$ cat src/rtl/vbl_guard_pkg.sv
package vbl_guard_pkg;

    localparam int WIN_W = 32;

    typedef logic signed [WIN_W-1:0] line_t;

    typedef struct packed {
        logic  bypass;
        line_t lo;
        line_t hi;
    } window_t;

    typedef enum logic [1:0] {
        PH_IDLE = 2'd0,
        PH_WAIT = 2'd1,
        PH_HELD = 2'd2
    } phase_e;

    function automatic logic line_outside(input line_t l, input window_t w);
        return (l < w.lo) || (l > w.hi);
    endfunction

endpackage

$ cat src/rtl/vbl_window.sv
module vbl_window
    import vbl_guard_pkg::*;
#(
    parameter int PCLK_W    = 20,
    parameter int HT_W      = 14,
    parameter int LN_W      = 14,
    parameter int BUDGET_US = 100
) (
    input  logic [PCLK_W-1:0] pix_khz,
    input  logic [HT_W-1:0]   htotal,
    input  logic [LN_W-1:0]   vbl_start,
    input  logic              interlace,
    output window_t           win
);
    localparam int NUM_W = PCLK_W + $clog2(BUDGET_US + 1);
    localparam int DEN_W = HT_W + 10;
    localparam int DW    = ((NUM_W > DEN_W) ? NUM_W : DEN_W) + 1;

    logic [DW-1:0]   num, den, guard;
    logic [LN_W:0]   vs_eff;
    line_t           lo, hi;

    always_comb begin
        num = DW'(pix_khz) * DW'(BUDGET_US);
        den = (htotal == '0) ? DW'(1) : DW'(htotal) * DW'(1000);
        guard = (htotal == '0) ? DW'(1) : (num + den - DW'(1)) / den;
        vs_eff = interlace ? (({1'b0, vbl_start} + (LN_W+1)'(1)) >> 1)
                           : {1'b0, vbl_start};
        lo = $signed(WIN_W'(vs_eff)) - $signed(WIN_W'(guard));
        hi = $signed(WIN_W'(vs_eff)) - line_t'(1);
        win.lo = lo;
        win.hi = hi;
        win.bypass = (lo <= 0) || (hi <= 0);
    end
endmodule

$ cat src/rtl/vbl_timer.sv
module vbl_timer #(
    parameter int LIMIT = 250000
) (
    input  logic clk,
    input  logic rst,
    input  logic run,
    output logic expire
);
    localparam int CW = $clog2(LIMIT + 1);

    logic [CW-1:0] cnt;

    always_ff @(posedge clk) begin
        if (rst || !run) cnt <= '0;
        else             cnt <= cnt + CW'(1);
    end

    assign expire = run && (cnt == CW'(LIMIT - 1));
endmodule

$ cat src/rtl/vbl_guard.sv
module vbl_guard
    import vbl_guard_pkg::*;
#(
    parameter int PCLK_W      = 20,
    parameter int HT_W        = 14,
    parameter int LN_W        = 14,
    parameter int FC_W        = 32,
    parameter int BUDGET_US   = 100,
    parameter int TIMEOUT_CYC = 250000
) (
    input  logic              clk,
    input  logic              rst,
    input  logic [PCLK_W-1:0] pix_khz,
    input  logic [HT_W-1:0]   htotal,
    input  logic [LN_W-1:0]   vbl_start,
    input  logic              interlace,
    input  logic [LN_W-1:0]   scanline,
    input  logic [FC_W-1:0]   frame_cnt,
    input  logic              req,
    input  logic              done,
    output logic              grant,
    output logic [FC_W-1:0]   start_count,
    output logic              evade_fail,
    output logic              update_fail
);
    phase_e        phase;
    window_t       win_d, win_q;
    logic [FC_W-1:0] start_q;
    logic          evade_q, upd_q, expire, in_wait, outside;

    vbl_window #(
        .PCLK_W(PCLK_W), .HT_W(HT_W), .LN_W(LN_W), .BUDGET_US(BUDGET_US)
    ) u_win (
        .pix_khz(pix_khz), .htotal(htotal), .vbl_start(vbl_start),
        .interlace(interlace), .win(win_d)
    );

    assign in_wait = (phase == PH_WAIT);

    vbl_timer #(.LIMIT(TIMEOUT_CYC)) u_tmr (
        .clk(clk), .rst(rst), .run(in_wait), .expire(expire)
    );

    assign outside = line_outside($signed(WIN_W'(scanline)), win_q);

    always_ff @(posedge clk) begin
        if (rst) begin
            phase   <= PH_IDLE;
            win_q   <= '0;
            start_q <= '0;
            evade_q <= 1'b0;
            upd_q   <= 1'b0;
        end else begin
            case (phase)
                PH_IDLE: if (req) begin
                    win_q   <= win_d;
                    evade_q <= 1'b0;
                    upd_q   <= 1'b0;
                    phase   <= PH_WAIT;
                end
                PH_WAIT: begin
                    if (win_q.bypass) begin
                        start_q <= '0;
                        phase   <= PH_HELD;
                    end else if (outside) begin
                        start_q <= frame_cnt;
                        phase   <= PH_HELD;
                    end else if (expire) begin
                        start_q <= frame_cnt;
                        evade_q <= 1'b1;
                        phase   <= PH_HELD;
                    end
                end
                PH_HELD: if (done) begin
                    upd_q <= (start_q != '0) && (start_q != frame_cnt);
                    phase <= PH_IDLE;
                end
                default: phase <= PH_IDLE;
            endcase
        end
    end

    assign grant       = (phase == PH_HELD);
    assign start_count = start_q;
    assign evade_fail  = evade_q;
    assign update_fail = upd_q;
endmodule

$ cat config.mk
export PLATFORM = sky130hd
export DESIGN_NAME = vbl_guard
export DESIGN_NICKNAME = d
export VERILOG_FILES = /design/src/rtl/vbl_guard_pkg.sv /design/src/rtl/vbl_window.sv /design/src/rtl/vbl_timer.sv /design/src/rtl/vbl_guard.sv
export SDC_FILE = /design/constraint.sdc
export NUM_CORES = 1
export LEC_CHECK = 0
export ABC_AREA = 1
export BUFFER_PORTS_ARGS = -buffer_cell sky130_fd_sc_hd__buf_2
export CORE_UTILIZATION = 65
export DETAILED_ROUTE_END_ITERATION = 16
export HOLD_SLACK_MARGIN = 0.05
export PLACE_DENSITY_LB_ADDON = 0.1
export SLEW_MARGIN = 20
export SYNTH_ARGS = -nofsm -noshare
export SYNTH_HDL_FRONTEND = slang
export SYNTH_SLANG_ARGS = --single-unit
$ cat constraint.sdc
create_clock -name clk -period 168.9 [get_ports clk]
set_input_delay 8.445 -clock clk [delete_from_list [all_inputs] [get_ports clk]]
set_output_delay 8.445 -clock clk [all_outputs]
set_load 0.005 [all_outputs]
==> results.md, run 1 <==
- Post-route DRC: 0
- Fin Setup TNS: 0 ps
- Final min period: 68,990 ps
- Vias in the first global route: 35,484
- Die Width: 237 µm
- FP Rows: 85
- I/O pins: 134
- Fraction of layout cells with a size suffix above 1: 0.0988
- Startpoint Class: primary input
- Clk_lat worst skew: 350 ps
- Maximum number of pins on one net before global-route repair: 72
- Post-synth EDFFs: 0
- Synth area leader: ha_1
- Full die area: 56,200 µm²
- Clock Path Buffers: 2
- Distinct cells, synth: 82
- Total GRT Usage: 0.395
- # Post-CTS Setup Buffers: 0
- Hold path depth: 1
- Fill cells: 5,058
- TritonCTS Buffers: 9
- Ys Warns: 0
- Setup violators final: 0
- Mapped Area: 35,900 µm²
- Hpwl dp: 93,800 µm
- Most frequent cells after synthesis: nand2_1, inv_1, ha_1, a21oi_1, nor2_1
- CP Max Fanout: 36
- Initial Utilization: 0.662
- Core area: 54,200 µm²
- Fin. Hold Viols: 0
- Post-synth top area share: 0.191
- # resized after CTS: 0
- Vias post-DR: 38,139
- Least-Margin Pin Slew: 1070 ps
- Final period utilization: 0.408
- Hold path endpoint: u_tmr.cnt[0]
- Root Buffer Master: clkbuf_16
- Clk sinks: 100
- Synth Area per Inst: 6.23 µm²
- Min-Delay Path Class: flip-flop to flip-flop
- Synth area leaders: ha_1, nand2_1, inv_1
- Total overflow reported by the global router: 0
- Register-to-Register Path Depth: 19
- WP data required: 169,130 ps
- Detail Route Antenna Nets: 0
- Initial drt markers: 3,615
- Post-Syn Nets: 6,475
- Fmax: 14.5 MHz
- Final hold slack: 457 ps
- Nets: 6,555
- Crit path capture type: flip-flop
- Routability cong.: 1.05
- First-pass GRT wire length: 180,000 µm
- Hold_buf cts: 0
- Reg clk slew, reported paths: 80 ps
- R2R setup slack: 165,570 ps
- H-tree depth: 3
- CP max stage cell: o21ai_0
- Via density: 5.82
- Hold_sp: u_tmr.cnt[0]
- Number of max-cap violations: 0
- Area grow syn2layout: 4.00%
- Crit path arrival time: 69,210 ps
- Status: complete, no violations
- Avg WL per Cell: 17.5 µm
- Main synth FF type: dfxtp_1
- Reg-to-reg endpoint: start_count[12]
- CP Class: primary input to flip-flop
- First-pass iteration count of the detailed router: 7
- Crit-path max cell delay: 520 ps
- Max Slew Vio Count: 0
- Slew headroom: 0.288
- Die H: 237 µm
- Clock Skew: 6.95 ps
- Worst r2r src: win_q[33]
- FF+latch count, synth: 100
- Sequential share of the synthesized area: 0.0557
- Syn Inst Count: 5,766
- Count leader, synth: nand2_1
- CP most frequent cell: nand2_1
- CTS tree: built
- RSZ-0062 raised after global routing: false
- Routed WL: 114,000 µm
- Initial antenna violation count: 1
- Ys async rst share: 0
- I/O Buffers: 133
per-layer routing:
metal	vias to the layer above	wire length, µm	track usage
li1	19178	-	-
met4	0	6130	0.187
met2	1517	50200	0.655
met3	332	9610	0.0542
met5	-	0	0
met1	17112	48400	0.505
cells by family (layout without fill, tap and decap cells):
group | after synthesis | count (layout) | synth area share
DFF | 100 | 100 | 0.0557
buffers and inverters | 1027 | 1112 | 0.116
AOI/OAI and AO/OA | 1157 | 1157 | 0.179
adders and majority gates | 610 | 610 | 0.225
and+or+nand+nor | 2459 | 2459 | 0.323
xor gates and xnor gates | 413 | 413 | 0.101
other | 0 | 1 | 0
worst max-delay path, delay by kind of cell:
family          cells  cell delay, ps
compound gates     75           15580
xor+xnor            5             820
buf+inv            64            8190
simple gates      172           24140
fa+ha+maj          34           11890
layout by cell type (no fill, tap or decap), types with 25 or more instances in the layout:
| cell | count |
|---|---|
| a21oi_1 | 536 |
| a31oi_1 | 25 |
| buf_2 | 133 |
| buf_4 | 25 |
| dfxtp_1 | 100 |
| fa_1 | 62 |
| ha_1 | 548 |
| inv_1 | 904 |
| inv_2 | 25 |
| nand2_1 | 1141 |
| nand2_2 | 135 |
| nand2_4 | 76 |
| nand3_1 | 261 |
| nand3_2 | 40 |
| nand4_1 | 69 |
| nor2_1 | 485 |
| nor3_1 | 73 |
| nor4_1 | 57 |
| o21ai_0 | 377 |
| or2_2 | 50 |
| xnor2_1 | 182 |
| xor2_1 | 230 |
how the worst max path moves through the flow:
stage,from,endpoint,depth (start not counted)
6_report,htotal[9],win_q[64],350
5_1_grt,htotal[9],win_q[64],352
4_1_cts,htotal[9],win_q[64],352
3_5_place_dp,htotal[9],win_q[64],350
3_3_place_gp,htotal[9],win_q[64],355
2_1_floorplan,htotal[4],win_q[64],375
area by class of cell:
class | instances | area (µm²) | share of cell area
diodes | 1 | 2.50 | 0.0000670
clock buffers | 9 | 225 | 0.00603
clock inverters | 7 | 81.3 | 0.00218
inverters | 938 | 3540 | 0.0947
multi-input cells | 4639 | 29800 | 0.797
flip-flops and latches | 100 | 2000 | 0.0536
well taps | 696 | 871 | 0.0233
repair buffers | 158 | 853 | 0.0228
state kept, by name, summed over array words and instances, names as in the netlist:
register     cells
win_q           46
start_count     32
evade_fail       1
update_fail      1
u_tmr.cnt       18
phase            2
through the flow:
| stage | std cells | instance area, µm² | setup WS, ps | utilization |
|---|---|---|---|---|
| after floorplan | 5766 | 35900 | 108720 | - |
| after global placement | 6531 | 37100 | 102030 | 0.683 |
| after detailed placement | 6531 | 37100 | 101040 | 0.683 |
| after CTS | 6547 | 37400 | 101000 | 0.689 |
| after global routing | 6547 | 37400 | 94100 | 0.689 |
| final | 6548 | 37400 | 99910 | 0.689 |
Power of run 1 is left out: the tool's default activity adds up to more than one toggle a clock period on the data nets, which glitch-free logic cannot reach.
==> run 2, diff against run 1 <==
clock period = 70.6 ns   (was 168.9 ns; I/O delays follow)
==> run 2 against run 1 <==
Compared with the run above: setup slack lost 93000 ps; final cell count barely moved; utilization is essentially flat; via count increased by 0.62%; routed wire length grew 0.17%; cell area about the same; die area is the same; clock skew up 4.1 ps; global-route usage is 0.050 points higher; sequential share of layout area is essentially flat; register-to-register slack got worse by 98000 ps; largest cell class unchanged; highest routed layer unchanged.
==> results.md, run 2 (synthesis gave the netlist of run 1 again) <==
- Clock Path Buffers: 2 (unchanged)
- Routability cong.: 1.07 (+2.2%)
- Number of max-cap violations: 0 (unchanged)
- Clock Skew: 11.1 ps (+4.14 ps)
- Least-Margin Pin Slew: 1020 ps (-48.8 ps)
- Root Buffer Master: clkbuf_16
- Die H: 237 µm (unchanged)
- Maximum number of pins on one net before global-route repair: 72 (unchanged)
- Setup violators final: 0 (unchanged)
- Startpoint Class: primary input
- Avg WL per Cell: 17.5 µm (+0.18%)
- Hpwl dp: 94,100 µm (+0.36%)
- Final hold slack: 451 ps (-5.91 ps)
- Vias post-DR: 38,375 (+0.62%)
- Initial drt markers: 3,182 (-12%)
- Fin Setup TNS: 0 ps (unchanged)
- Reg with most FFs: win_q
- Fraction of layout cells with a size suffix above 1: 0.0988 (unchanged)
- Total GRT Usage: 0.396 (+0.000501)
- Routed WL: 114,000 µm (+0.17%)
- Hold_buf cts: 0 (unchanged)
- First-pass iteration count of the detailed router: 7 (unchanged)
- Final min period: 63,930 ps
- Core area: 54,200 µm² (unchanged)
- Total overflow reported by the global router: 0 (unchanged)
- TritonCTS Buffers: 9 (unchanged)
- Most frequent cells in the layout: nand2_1, inv_1, ha_1, a21oi_1, nor2_1
- Clk sinks: 100 (unchanged)
- Vias in the first global route: 35,321 (-0.46%)
- Full die area: 56,200 µm² (unchanged)
- First-pass GRT wire length: 181,000 µm (+0.23%)
- Via density: 5.86 (+0.63%)
- # resized after CTS: 0 (unchanged)
- Detail Route Antenna Nets: 0 (unchanged)
- H-tree depth: 3 (unchanged)
- Most common cell after layout, fill and taps aside: nand2_1
- Die Width: 237 µm (unchanged)
- Max Slew Vio Count: 0 (unchanged)
- Min-Delay Path Class: flip-flop to flip-flop
- Fin. Hold Viols: 0 (unchanged)
- Nets: 6,555 (unchanged)
- RSZ-0062 raised after global routing: false
- FP Rows: 85 (unchanged)
- Slew headroom: 0.321 (+0.0326)
- Max reg flops: 46 (unchanged)
- Crit-path max cell delay: 540 ps (+20 ps)
- Reg clk slew, reported paths: 80 ps (about the same)
- Initial Utilization: 0.662 (unchanged)
- Clk_lat worst skew: 360 ps (about the same)
- Area grow syn2layout: 3.95% (about the same)
- Fmax: 15.6 MHz
- Final core utilization: 0.689 (about the same)
- CP max stage cell: fa_1
- CTS tree: built
- Initial antenna violation count: 0 (-1)
- Diode count: 0 (-1)
- # Post-CTS Setup Buffers: 0 (unchanged)
- Crit path capture type: flip-flop
- CP Max Fanout: 36 (unchanged)
- Crit path arrival time: 64,140 ps (-5070 ps)
- CP Class: primary input to flip-flop
- Final period utilization: 0.906
- I/O pins: 134 (unchanged)
- WP data required: 70,810 ps (-98,320 ps)
- CP most frequent cell: nand2_1
- I/O Buffers: 133 (unchanged)
- Status: complete, no violations
- Post-route DRC: 0 (unchanged)
-- run 2: critical path, delay by kind of cell --
kind | cells | cell delay [ps]
simple gates | 171 | 23580
compound gates | 77 | 15970
buf+inv | 62 | 7940
fa+ha+maj | 34 | 11880
xor+xnor | 6 | 950
-- run 2: cell type report --
cell class,count,area (µm²)
sequential,100,2000
clock buffer,9,225
fill,5080,16900
clock inverter,7,66.3
multi-input combinational,4639,29800
timing repair buffer,158,853
tap,696,871
inverter,938,3540
-- run 2: worst paths after layout --
check | start | endpoint | slack [ps] | cells after the start
setup reg to reg | win_q[33] | start_count[11] | 67200 | 19
setup / recovery | htotal[9] | win_q[64] | 6670 | 350
hold reg to reg | u_tmr.cnt[0] | u_tmr.cnt[0] | 450 | 1
hold / removal | u_tmr.cnt[0] | u_tmr.cnt[0] | 450 | 1
-- run 2: routing by layer --
layer | vias to the layer above | GRT usage | share of wire
li1 | 19171 | - | -
met1 | 17217 | 0.511 | 0.42
met2 | 1652 | 0.654 | 0.44
met3 | 335 | 0.0506 | 0.082
met4 | 0 | 0.184 | 0.052
met5 | - | 0 | 0
-- run 2: metrics by stage --
stage	std cells	setup WS, ps	instance area [µm²]
4_1_cts	6547	7840	37300
3_5_place_dp	6531	7610	37100
5_1_grt	6547	582	37300
2_1_floorplan	5766	15330	35900
3_3_place_gp	6531	8700	37100
6_report	6547	6670	37300
Power of run 2 is left out for the same reason.
